<file path="config.mk">
export PLATFORM = sky130hd
export DESIGN_NAME = msi_l1_cache
export DESIGN_NICKNAME = d
export VERILOG_FILES = /design/src/rtl/msi_l1_pkg.sv /design/src/rtl/msi_l1_datapath.sv /design/src/rtl/msi_l1_control.sv /design/src/rtl/msi_l1_cache.sv
export SDC_FILE = /design/constraint.sdc
export NUM_CORES = 1
export LEC_CHECK = 0
export BUFFER_PORTS_ARGS = -buffer_cell sky130_fd_sc_hd__buf_2
export CAP_MARGIN = 25
export CORE_UTILIZATION = 55
export DETAILED_ROUTE_END_ITERATION = 10
export PLACE_DENSITY = 0.77
export SLEW_MARGIN = 30
export SYNTH_ARGS = -nofsm -noshare
export SYNTH_HDL_FRONTEND = slang
export SYNTH_HIERARCHICAL = 1
export SYNTH_SLANG_ARGS = --single-unit
</file>
<file path="constraint.sdc">
create_clock -name clk -period 6.4 [get_ports clk]
set_clock_uncertainty 0.05 [all_clocks]
set_input_delay 0 -clock clk [delete_from_list [all_inputs] [get_ports clk]]
set_output_delay 0 -clock clk [all_outputs]
set_load 0.05 [all_outputs]
</file>
<file path="src/rtl/msi_l1_pkg.sv">
package msi_l1_pkg;

  typedef enum logic [1:0] {
    LINE_I = 2'd0,
    LINE_S = 2'd1,
    LINE_M = 2'd2
  } lineState_e;

  typedef enum logic [2:0] {
    PH_READY      = 3'd0,
    PH_START_MISS = 3'd1,
    PH_SEND_FILL  = 3'd2,
    PH_WAIT_FILL  = 3'd3,
    PH_RESP       = 3'd4
  } missPhase_e;

  // control -> datapath, at most one action per cycle
  typedef struct packed {
    logic latchMiss;
    logic loadHit;
    logic storeWrite;
    logic dnReply;
    logic evict;
    logic sendFill;
    logic fillWrite;
    logic respLoad;
  } ctrlStrobe_t;

  // datapath -> control
  typedef struct packed {
    logic       procHit;
    lineState_e procState;
    logic       dnAbove;
    lineState_e victimState;
    logic       missIsStore;
    logic       c2pBusy;
    logic       respBusy;
  } dpStatus_t;

endpackage

</file>
<file path="src/rtl/msi_l1_datapath.sv">
module msi_l1_datapath
  import msi_l1_pkg::*;
#(
  parameter int ADDR_W = 16,
  parameter int DATA_W = 32,
  parameter int SLOTS  = 8
) (
  input  logic              clk,
  input  logic              rstN,
  input  ctrlStrobe_t       strobe,
  output dpStatus_t         status,
  input  logic              procReqIsStore,
  input  logic [ADDR_W-1:0] procReqAddr,
  input  logic [DATA_W-1:0] procReqData,
  input  logic              procRespReady,
  output logic              procRespValid,
  output logic [DATA_W-1:0] procRespData,
  input  logic              c2pReady,
  output logic              c2pValid,
  output logic              c2pIsResp,
  output logic [ADDR_W-1:0] c2pAddr,
  output logic [1:0]        c2pState,
  output logic              c2pHasData,
  output logic [DATA_W-1:0] c2pData,
  input  logic [ADDR_W-1:0] p2cAddr,
  input  logic [1:0]        p2cState,
  input  logic [DATA_W-1:0] p2cData
);

  localparam int INDEX_W = $clog2(SLOTS);
  localparam int TAG_W   = ADDR_W - INDEX_W;

  lineState_e        stateArr [SLOTS];
  logic [TAG_W-1:0]  tagArr   [SLOTS];
  logic [DATA_W-1:0] dataArr  [SLOTS];

  logic [ADDR_W-1:0] missAddr;
  logic              missIsStore;
  logic [DATA_W-1:0] missData;

  logic [INDEX_W-1:0] procIdx, dnIdx, missIdx;
  logic [TAG_W-1:0]   procTag, dnTag, missTag;
  lineState_e         dnCur, dnTarget, victimState;

  assign procIdx = procReqAddr[INDEX_W-1:0];
  assign procTag = procReqAddr[ADDR_W-1:INDEX_W];
  assign dnIdx   = p2cAddr[INDEX_W-1:0];
  assign dnTag   = p2cAddr[ADDR_W-1:INDEX_W];
  assign missIdx = missAddr[INDEX_W-1:0];
  assign missTag = missAddr[ADDR_W-1:INDEX_W];

  assign dnTarget    = lineState_e'(p2cState);
  assign dnCur       = (tagArr[dnIdx] == dnTag) ? stateArr[dnIdx] : LINE_I;
  assign victimState = stateArr[missIdx];

  always_comb begin
    status.procHit     = (stateArr[procIdx] != LINE_I) && (tagArr[procIdx] == procTag);
    status.procState   = stateArr[procIdx];
    status.dnAbove     = dnCur > dnTarget;
    status.victimState = victimState;
    status.missIsStore = missIsStore;
    status.c2pBusy     = c2pValid;
    status.respBusy    = procRespValid;
  end

  // permission levels (the only array state that needs reset)
  always_ff @(posedge clk) begin
    if (!rstN) begin
      for (int i = 0; i < SLOTS; i++) stateArr[i] <= LINE_I;
    end else if (strobe.dnReply) begin
      stateArr[dnIdx] <= dnTarget;
    end else if (strobe.evict) begin
      stateArr[missIdx] <= LINE_I;
    end else if (strobe.fillWrite) begin
      stateArr[missIdx] <= lineState_e'(p2cState);
    end
  end

  // tag and data arrays
  always_ff @(posedge clk) begin
    if (strobe.storeWrite) begin
      dataArr[procIdx] <= procReqData;
    end else if (strobe.fillWrite) begin
      dataArr[missIdx] <= missIsStore ? missData : p2cData;
      tagArr[missIdx]  <= missTag;
    end
  end

  // miss register
  always_ff @(posedge clk) begin
    if (!rstN) begin
      missAddr    <= '0;
      missIsStore <= 1'b0;
      missData    <= '0;
    end else if (strobe.latchMiss) begin
      missAddr    <= procReqAddr;
      missIsStore <= procReqIsStore;
      missData    <= procReqData;
    end
  end

  // outgoing parent message holding register
  always_ff @(posedge clk) begin
    if (!rstN) begin
      c2pValid   <= 1'b0;
      c2pIsResp  <= 1'b0;
      c2pAddr    <= '0;
      c2pState   <= 2'd0;
      c2pHasData <= 1'b0;
      c2pData    <= '0;
    end else if (strobe.dnReply) begin
      c2pValid   <= 1'b1;
      c2pIsResp  <= 1'b1;
      c2pAddr    <= p2cAddr;
      c2pState   <= p2cState;
      c2pHasData <= (dnCur == LINE_M);
      c2pData    <= (dnCur == LINE_M) ? dataArr[dnIdx] : '0;
    end else if (strobe.evict) begin
      c2pValid   <= 1'b1;
      c2pIsResp  <= 1'b1;
      c2pAddr    <= {tagArr[missIdx], missIdx};
      c2pState   <= LINE_I;
      c2pHasData <= (victimState == LINE_M);
      c2pData    <= (victimState == LINE_M) ? dataArr[missIdx] : '0;
    end else if (strobe.sendFill) begin
      c2pValid   <= 1'b1;
      c2pIsResp  <= 1'b0;
      c2pAddr    <= missAddr;
      c2pState   <= missIsStore ? LINE_M : LINE_S;
      c2pHasData <= 1'b0;
      c2pData    <= '0;
    end else if (c2pValid && c2pReady) begin
      c2pValid <= 1'b0;
    end
  end

  // processor response holding register
  always_ff @(posedge clk) begin
    if (!rstN) begin
      procRespValid <= 1'b0;
      procRespData  <= '0;
    end else if (strobe.loadHit) begin
      procRespValid <= 1'b1;
      procRespData  <= dataArr[procIdx];
    end else if (strobe.respLoad) begin
      procRespValid <= 1'b1;
      procRespData  <= dataArr[missIdx];
    end else if (procRespValid && procRespReady) begin
      procRespValid <= 1'b0;
    end
  end

  p_c2p_hold_r12: assert property (@(posedge clk) disable iff (!rstN)
    c2pValid && !c2pReady |=> c2pValid && $stable(c2pAddr) && $stable(c2pState)
                              && $stable(c2pIsResp) && $stable(c2pData))
    else $error("outgoing parent message changed before acceptance");

  p_resp_hold_r12: assert property (@(posedge clk) disable iff (!rstN)
    procRespValid && !procRespReady |=> procRespValid && $stable(procRespData))
    else $error("processor response changed before acceptance");

  p_resp_below_m_r8: assert property (@(posedge clk) disable iff (!rstN)
    c2pValid && c2pIsResp |-> c2pState != LINE_M)
    else $error("response to parent claims level M");

  p_fill_req_level_r5: assert property (@(posedge clk) disable iff (!rstN)
    c2pValid && !c2pIsResp |-> (c2pState != LINE_I) && !c2pHasData)
    else $error("fill request with level I or with data");

  p_evict_data_r6: assert property (@(posedge clk) disable iff (!rstN)
    strobe.evict |=> c2pHasData == ($past(victimState) == LINE_M))
    else $error("eviction data flag does not match victim level");

endmodule

</file>
<file path="src/rtl/msi_l1_control.sv">
module msi_l1_control
  import msi_l1_pkg::*;
(
  input  logic        clk,
  input  logic        rstN,
  input  logic        procReqValid,
  input  logic        procReqIsStore,
  output logic        procReqReady,
  input  logic        p2cValid,
  input  logic        p2cIsResp,
  output logic        p2cReady,
  input  dpStatus_t   status,
  output ctrlStrobe_t strobe
);

  missPhase_e phase, phaseNext;
  logic dnPending, dnTake, fillTake, procTake;

  assign dnPending    = p2cValid && !p2cIsResp;
  assign dnTake       = dnPending && (phase != PH_RESP) && !status.c2pBusy;
  assign fillTake     = (phase == PH_WAIT_FILL) && p2cValid && p2cIsResp;
  assign procReqReady = (phase == PH_READY) && !dnPending && !status.respBusy;
  assign procTake     = procReqValid && procReqReady;
  assign p2cReady     = dnTake || fillTake;

  always_comb begin
    strobe         = '0;
    phaseNext      = phase;
    strobe.dnReply = dnTake && status.dnAbove;
    unique case (phase)
      PH_READY: begin
        if (procTake) begin
          if (status.procHit && !procReqIsStore) begin
            strobe.loadHit = 1'b1;
          end else if (status.procHit && status.procState == LINE_M) begin
            strobe.storeWrite = 1'b1;
          end else if (status.procHit) begin
            strobe.latchMiss = 1'b1;
            phaseNext        = PH_SEND_FILL;
          end else begin
            strobe.latchMiss = 1'b1;
            phaseNext        = PH_START_MISS;
          end
        end
      end
      PH_START_MISS: begin
        if (!dnTake && !status.c2pBusy) begin
          strobe.evict = (status.victimState != LINE_I);
          phaseNext    = PH_SEND_FILL;
        end
      end
      PH_SEND_FILL: begin
        if (!dnTake && !status.c2pBusy) begin
          strobe.sendFill = 1'b1;
          phaseNext       = PH_WAIT_FILL;
        end
      end
      PH_WAIT_FILL: begin
        if (fillTake) begin
          strobe.fillWrite = 1'b1;
          phaseNext        = PH_RESP;
        end
      end
      PH_RESP: begin
        if (status.missIsStore) begin
          phaseNext = PH_READY;
        end else if (!status.respBusy) begin
          strobe.respLoad = 1'b1;
          phaseNext       = PH_READY;
        end
      end
      default: phaseNext = PH_READY;
    endcase
  end

  always_ff @(posedge clk) begin
    if (!rstN) phase <= PH_READY;
    else       phase <= phaseNext;
  end

  p_one_action_r10: assert property (@(posedge clk) disable iff (!rstN)
    $onehot0(strobe))
    else $error("more than one datapath action in one cycle");

  p_no_dn_in_resp_r10: assert property (@(posedge clk) disable iff (!rstN)
    (phase == PH_RESP) && p2cValid && !p2cIsResp |-> !p2cReady)
    else $error("downgrade accepted while handing back fill data");

  p_fill_then_resp_r7: assert property (@(posedge clk) disable iff (!rstN)
    fillTake |=> phase == PH_RESP)
    else $error("fill response not followed by the hand-back phase");

  p_single_miss_r11: assert property (@(posedge clk) disable iff (!rstN)
    procTake && strobe.latchMiss |=> !procReqReady)
    else $error("new processor request accepted with a miss outstanding");

endmodule

</file>
<file path="src/rtl/msi_l1_cache.sv">
module msi_l1_cache
  import msi_l1_pkg::*;
#(
  parameter int ADDR_W = 16,
  parameter int DATA_W = 32,
  parameter int SLOTS  = 8
) (
  input  logic              clk,
  input  logic              rstN,
  input  logic              procReqValid,
  output logic              procReqReady,
  input  logic              procReqIsStore,
  input  logic [ADDR_W-1:0] procReqAddr,
  input  logic [DATA_W-1:0] procReqData,
  output logic              procRespValid,
  input  logic              procRespReady,
  output logic [DATA_W-1:0] procRespData,
  output logic              c2pValid,
  input  logic              c2pReady,
  output logic              c2pIsResp,
  output logic [ADDR_W-1:0] c2pAddr,
  output logic [1:0]        c2pState,
  output logic              c2pHasData,
  output logic [DATA_W-1:0] c2pData,
  input  logic              p2cValid,
  output logic              p2cReady,
  input  logic              p2cIsResp,
  input  logic [ADDR_W-1:0] p2cAddr,
  input  logic [1:0]        p2cState,
  input  logic [DATA_W-1:0] p2cData
);

  ctrlStrobe_t strobe;
  dpStatus_t   status;

  msi_l1_control u_control (
    .clk            (clk),
    .rstN           (rstN),
    .procReqValid   (procReqValid),
    .procReqIsStore (procReqIsStore),
    .procReqReady   (procReqReady),
    .p2cValid       (p2cValid),
    .p2cIsResp      (p2cIsResp),
    .p2cReady       (p2cReady),
    .status         (status),
    .strobe         (strobe)
  );

  msi_l1_datapath #(
    .ADDR_W (ADDR_W),
    .DATA_W (DATA_W),
    .SLOTS  (SLOTS)
  ) u_datapath (
    .clk            (clk),
    .rstN           (rstN),
    .strobe         (strobe),
    .status         (status),
    .procReqIsStore (procReqIsStore),
    .procReqAddr    (procReqAddr),
    .procReqData    (procReqData),
    .procRespReady  (procRespReady),
    .procRespValid  (procRespValid),
    .procRespData   (procRespData),
    .c2pReady       (c2pReady),
    .c2pValid       (c2pValid),
    .c2pIsResp      (c2pIsResp),
    .c2pAddr        (c2pAddr),
    .c2pState       (c2pState),
    .c2pHasData     (c2pHasData),
    .c2pData        (c2pData),
    .p2cAddr        (p2cAddr),
    .p2cState       (p2cState),
    .p2cData        (p2cData)
  );

endmodule

</file>
After elaboration in Yosys (flattened, before gate mapping):

Memories as Yosys holds them, arrays and structs flattened. A register that Yosys moved wholly into a read port is not among the register bits.
Cells that the tools add are included.

* eq/ne operators: 17
* bitwise gates (word level): 1
* reductions and logical operators: 33
* magnitude comparators: 1
* mux-type cells: 87

Operators by type and width (number)
* $mux W32: 9
* $mux W3: 19
* $mux W16: 3
* $mux W1: 46
* $reduce_or A32 Y1: 1
* $eq A13 B13 Y1: 2
* $mux W2: 9
* $logic_and A1 B1 Y1: 15
* $pmux W3 S5: 1
* $ne A2 B1 Y1 const B: 4
* $reduce_and A7 Y1: 1
* $eq A2 B2 Y1 const B: 3
* $eq A3 B2 Y1 const B: 2
* $logic_not A1 Y1: 6
* $ne A3 B3 Y1 const B: 2
* $reduce_bool A2 Y1: 3
* $reduce_bool A3 Y1: 2
* $ne A2 B2 Y1 const B: 2
* $reduce_bool A4 Y1: 1
* $reduce_or A2 Y1: 2
* $eq A3 B1 Y1 const B: 1
* $eq A3 B3 Y1 const B: 1
* $logic_not A3 Y1: 1
* $gt A2 B2 Y1: 1
* other kinds (2): 2

* memories kept: 3
* bits of input ports: 106
* RAM bits: 376
* output and inout bits: 88
* flip-flop bits (word level): 138
* word-level logic and storage cells: 154

Memories
* u_datapath.dataArr: depth 8, width 32, rd ports 3, clocked after memory_dff 1, wr ports 1, RTL line msi_l1_datapath.sv:35 `logic [DATA_W-1:0] dataArr [SLOTS];`
* u_datapath.tagArr: depth 8, width 13, rd ports 3, clocked after memory_dff 1, wr ports 1, RTL line msi_l1_datapath.sv:34 `logic [TAG_W-1:0] tagArr [SLOTS];`
* u_datapath.stateArr: depth 8, width 2, rd ports 3, clocked after memory_dff 1, wr ports 8, RTL line msi_l1_datapath.sv:33 `lineState_e stateArr [SLOTS];`

Longest topological paths before layout:

* depth after elaboration: 15
* depth in mapped cells: 22
* mapped depth without buffers: 17

Modules after synthesis:

Netlist, hierarchy kept.

By module, submodules not included
* msi_l1_datapath: cells an instance 1843, instances 1, sequential area each 14053.5 um^2, area an instance 26979.6 um^2
* msi_l1_control: cells an instance 54, instances 1, sequential area each 60.1 um^2, area an instance 402.9 um^2

Worst setup path before layout:

Ideal clock, no wire load.

* path type: input to register
* from: in procReqAddr[0]
* to: mem u_datapath.dataArr[5][0] (enable)
* library setup time: 0.461 ns
* setup slack: 0.345 ns
* stages: 15
* data arrival time: 5.544 ns
* cell sequence: clkbuf_1 -> buf_2 -> buf_1 -> mux4_2 -> mux2i_1 -> xor2_1 -> nand4_1 -> nor4_1 -> nand4_1 -> nor3_1 -> nor2b_1 -> clkbuf_1 -> nand2_1 -> nand2_1 -> nor3_1

RTL lines
* start: declaration: RTL line msi_l1_cache.sv:13 `input logic [ADDR_W-1:0] procReqAddr,`
* end: declaration: RTL line msi_l1_datapath.sv:35

==> metrics.sh <==
SYN_TO_FINAL_GROWTH_PCT=16.71
NUMBER_OF_GLOBAL_ROUTE_VIAS_BEFORE_REPAIR=19180
ANT_NETS=0
MOST_USED_CELL_CP='sky130_fd_sc_hd__nand2_1'
COUNT_OF_TRITONROUTE_ITERATIONS_IN_THE_FIRST_ROUTING_PASS=6
PIN_COUNT=194
GRT_PASS1_WL_MM=112.8
PATH_CELLS='mux4_2 -> mux2i_1 -> xor2_1 -> nand4_1 -> nor4_1 -> buf_4 -> nand4_1 -> nor3_1 -> buf_4 -> inv_1 -> nand2_1 -> nand2_1 -> nand2_1 -> nand2_1 -> nor2_4 -> buf_4'
MAX_SLEW.WORST_PIN.SLEW_NS=0.9939
POWER.DENSITY_nW_PER_UM2=302.6
POSTROUTEWIRELENGTH_MM=75.02
SYNTH_AREA_LEADER_CELL='sky130_fd_sc_hd__edfxtp_1'
CELLS_TAKING_THE_MOST_AREA_AFTER_SYNTHESIS='sky130_fd_sc_hd__edfxtp_1 41%, sky130_fd_sc_hd__mux4_2 22%, sky130_fd_sc_hd__dfxtp_1 10%, sky130_fd_sc_hd__mux2i_1 7.2%, sky130_fd_sc_hd__nor2_1 2.6%'
VIAS_PER_CELL=6.625
VDD_IR_DROP_MAX_mV=0.2540
PLACEMENT.SETUP.WORST_SLACK_NS=1.050
HIGHEST_ROUTED_LAYER='met4'
MET3_WIRE_LENGTH_MM=7.990
OVERALL_ROUTING_RESOURCE_USAGE_PCT=29.93
RSZ0062_AT_GRT='no'
FILLERS=3354
WL_MET1_MM=27.58
POST_SYNTH_NUM_CELL_TYPES=57
DRIVE_ABOVE_1_SHARE_PCT=32.16
STD_CELL_ROWS=81
CELL_AREA_AFTER_SYNTHESIS_SQ_UM=27380
DR.FIRST_ITER.DRC_COUNT=2151
CTS_INSERTED_BUFFERS=52
FIN_CELLS=2851
CRIT_PATH_START_KIND='flop'
DRC=0
NUM-NETS-FINAL=2251
INSERTION_DELAY_NS=0.62
FINAL_CRITICAL_PATH_SETUP_SLACK_NS=1.376
WL_MET2_MM=36.68
HORIZONTAL_DIE_DIMENSION_UM=225.1
SYNTH_EDF_COUNT=376
FMAXACHIEVABLE_MHz=199.1
SLEW-LIMIT-HEADROOM_PCT=33.67
YS_SEQ_ELEMENTS=517
YOSYS.AREA.TOP_TYPE_SHARE_PCT=41.23
GLOBAL_ROUTE.OVERFLOW_TOTAL=0
CRITPATHMAXFANOUT=20
POWER.STATIC_LEAKAGE_nW=10.85
POSTSYNTH.TOPFLOPCELL='sky130_fd_sc_hd__edfxtp_1'
POST-ROUTE-MIN-PERIOD_NS=5.024
SLOWEST_DELAY_NS=0.74
POST-PLACE-CELLS=2632
SYNTH_AREA_PER_CELL_SQ_UM=14.43
PLACEABLECOREAREA_SQ_UM=49050
SETUP_VIOLATIONS=0
H-TREE-DEPTH=2
SETUP.WORST_PATH.CLASS='reg -> reg'
FP.DIEAREA_SQ_UM=50680
POWER.TOTAL_W=0.009672
START_UTIL_PCT=55.82
TIMING.MAX_CAP.VIOLATIONS=0
POST_DRT_WL_PER_CELL_UM=26.31
SYNTH-WARNING-COUNT=6
YS_ASYNC_SR_FRACTION_PCT=0
CTS.CLK_SLEW.WORST_PATHS_NS=0.06
VIA_COUNT=18890
FINAL_MIN_PERIOD_OVER_CLOCK_PERIOD_PCT=78.49
CTS_SINKS=517
GRT_ANTENNA_BEFORE_REPAIR=1
DIE_HEIGHT_UM=225.1
DETAILED_PLACE_HPWL_MM=43.07
MIN-DELAY-PATH-CLASS='in -> reg'
WORST_REG2REG_PATH_LENGTH_IN_CELLS=16
PIN_COUNT_OF_THE_BIGGEST_NET_ENTERING_GLOBAL_ROUTING=89
NUMBER_OF_PORT_BUFFERS=193
SEQCELLAREA_SQ_UM=14130
RESULT_OF_THE_RUN='finished clean'
CELL_WITH_THE_BIGGEST_INDIVIDUAL_DELAY_ON_THE_CRITICAL_PATH='sky130_fd_sc_hd__nor2_4'
SYNTH_NETS=2005
FINAL_MAX_SLEW_VIOL_COUNT=0
CLOCK_TREE_FROM_TRITONCTS='done'
MAX-CLOCK-PATH-BUFFERS=3
CLOCKROOTBUFFER='sky130_fd_sc_hd__clkbuf_16'
WORSTSETUPENDPOINTTYPE='flop'
HOLDPATHSTAGES=4
SYNTHESIS.INSTANCES=1897
WORSTPATHREQUIRED_NS=6.66
FIN_WORST_HOLD_SLACK_NS=0.02722
GP_WEIGHTED_CONGESTION=0.8525
MULTI_INPUT_COMB_AREA_SQ_UM=12650
SEQUENTIAL_FRACTION_OF_THE_SYNTHESIS_AREA_PCT=51.54
CRITICAL_PATH_ARRIVAL_NS=5.28
TIMING.SETUP.TNS_NS=0
HOLD_VIOL_FINAL=0
BUFFERS_INSERTED_DURING_POST_CTS_SETUP_OPTIMIZATION=0
==> kinds of logic (layout without fill, tap and decap cells) <==
group	count (synthesis)	after routing	share of synthesized area, %
mux	517	517	31.30
compound gates	256	256	6.479
buf+inv	177	466	2.792
flops	517	517	51.54
other cells	0	1	0
simple gates	402	402	6.968
xor+xnor	26	26	0.8316
fa+ha+maj	2	2	0.09137
==> path summary, 6_finish.rpt <==
path | start | to | slack, ns
setup reg to reg | u_datapath/tagArr[7][4]$_DFFE_PP_ | u_datapath/dataArr[7][4]$_DFFE_PP_ | 1.38
hold reg to reg | u_datapath/c2pAddr[2]$_SDFFE_PN0P_ | u_datapath/c2pAddr[2]$_SDFFE_PN0P_ | 0.46
setup / recovery | u_datapath/tagArr[7][4]$_DFFE_PP_ | u_datapath/dataArr[7][4]$_DFFE_PP_ | 1.38
hold / removal | p2cValid | u_control/phase[2]$_SDFFE_PN0P_ | 0.03
==> cell type report <==
type	instances	share of cell area (%)
Multi-Input combinational cell	1203	39.58
Inverter	7	0.08222
Timing Repair Buffer	362	8.249
Tap cell	664	2.600
Antenna cell	1	0.007830
Sequential cell	517	44.20
Clock inverter	31	0.8261
Clock buffer	66	4.455
==> sequential cells by signal, summed over array words and instances, names as in the netlist, named ones only <==
name	cells
u_datapath/c2pState	2
u_datapath/missAddr	16
u_datapath/c2pValid	1
u_datapath/dataArr	256
u_datapath/stateArr	16
u_datapath/tagArr	104
u_control/phase	3
u_datapath/missData	32
u_datapath/c2pAddr	16
u_datapath/c2pHasData	1
u_datapath/c2pData	32
u_datapath/missIsStore	1
u_datapath/procRespData	32
u_datapath/c2pIsResp	1
u_datapath/procRespValid	1
==> worst max-delay path: cells and delay by family (launching register included) <==
family        cells  cell delay [ns]
mux               2             0.67
simple gates      9             2.36
buf+inv           4             0.86
flops             1             0.43
xor+xnor          1             0.35
==> synthesized netlist by cell type, types with 5 or more instances <==
cell / n
sky130_fd_sc_hd__a211oi_1: 34
sky130_fd_sc_hd__a21oi_1: 87
sky130_fd_sc_hd__a21oi_2: 32
sky130_fd_sc_hd__a221oi_1: 20
sky130_fd_sc_hd__buf_1: 29
sky130_fd_sc_hd__buf_2: 19
sky130_fd_sc_hd__buf_4: 6
sky130_fd_sc_hd__buf_6: 7
sky130_fd_sc_hd__clkbuf_1: 108
sky130_fd_sc_hd__dfxtp_1: 141
sky130_fd_sc_hd__edfxtp_1: 376
sky130_fd_sc_hd__inv_1: 7
sky130_fd_sc_hd__mux2_2: 52
sky130_fd_sc_hd__mux2i_1: 198
sky130_fd_sc_hd__mux4_2: 266
sky130_fd_sc_hd__nand2_1: 67
sky130_fd_sc_hd__nand2b_1: 8
sky130_fd_sc_hd__nand3_1: 5
sky130_fd_sc_hd__nand3b_1: 8
sky130_fd_sc_hd__nand4_1: 6
sky130_fd_sc_hd__nor2_1: 187
sky130_fd_sc_hd__nor2b_1: 90
sky130_fd_sc_hd__nor3_1: 10
sky130_fd_sc_hd__nor3b_1: 6
sky130_fd_sc_hd__o21ai_0: 20
sky130_fd_sc_hd__o221ai_1: 32
sky130_fd_sc_hd__o22ai_1: 8
sky130_fd_sc_hd__xnor2_1: 11
sky130_fd_sc_hd__xor2_1: 15
==> routing by layer <==
| layer | vias to the layer above | track usage, % |
|---|---|---|
| met5 | - | 0 |
| met4 | 0 | 13.08 |
| met3 | 196 | 5.528 |
| met2 | 1146 | 48.98 |
| met1 | 9526 | 39.27 |
| li1 | 8021 | - |
==> placed cells by master (no fill, tap or decap), types with 6 or more instances in the layout <==
cell type and n:
sky130_fd_sc_hd__a211oi_1 34, sky130_fd_sc_hd__a21oi_1 86, sky130_fd_sc_hd__a21oi_2 32, sky130_fd_sc_hd__a221oi_1 20
sky130_fd_sc_hd__buf_2 186, sky130_fd_sc_hd__buf_4 45, sky130_fd_sc_hd__clkbuf_1 7, sky130_fd_sc_hd__clkbuf_16 52
sky130_fd_sc_hd__clkbuf_8 7, sky130_fd_sc_hd__clkinv_1 10, sky130_fd_sc_hd__clkinv_2 12, sky130_fd_sc_hd__dfxtp_1 137
sky130_fd_sc_hd__dlygate4sd3_1 121, sky130_fd_sc_hd__edfxtp_1 376, sky130_fd_sc_hd__inv_1 7, sky130_fd_sc_hd__mux2_2 52
sky130_fd_sc_hd__mux2i_1 198, sky130_fd_sc_hd__mux4_2 266, sky130_fd_sc_hd__nand2_1 67, sky130_fd_sc_hd__nand2b_1 8
sky130_fd_sc_hd__nand3b_1 8, sky130_fd_sc_hd__nand4_1 6, sky130_fd_sc_hd__nor2_1 179, sky130_fd_sc_hd__nor2_4 7
sky130_fd_sc_hd__nor2b_1 88, sky130_fd_sc_hd__nor3_1 6, sky130_fd_sc_hd__nor3b_1 6, sky130_fd_sc_hd__o21ai_0 20
sky130_fd_sc_hd__o221ai_1 32, sky130_fd_sc_hd__o22ai_1 8, sky130_fd_sc_hd__xnor2_1 11, sky130_fd_sc_hd__xor2_1 15
==> power by group <==
part / leakage (nW) / switching, W / internal [W]
Clock: 0.823 / 0.00132 / 0.00170
Sequential: 4.58 / 0.000246 / 0.00384
Combinational: 5.46 / 0.00162 / 0.000941
==> through the flow <==
step                      instance area (sq um)  utilization (%)
final                                     31960            65.15
after CTS                                 31950            65.13
after floorplan                           27380                -
after detailed placement                  29050            59.22
after global placement                    29020            59.17
after global routing                      31960            65.15
==> repair_timing <==
item / CTS / global route
gates resized for setup: 0 / 0
hold endpoints to repair: 376 / 0
hold buffers: 121 / 0
Power figures use the tool's default switching activity.
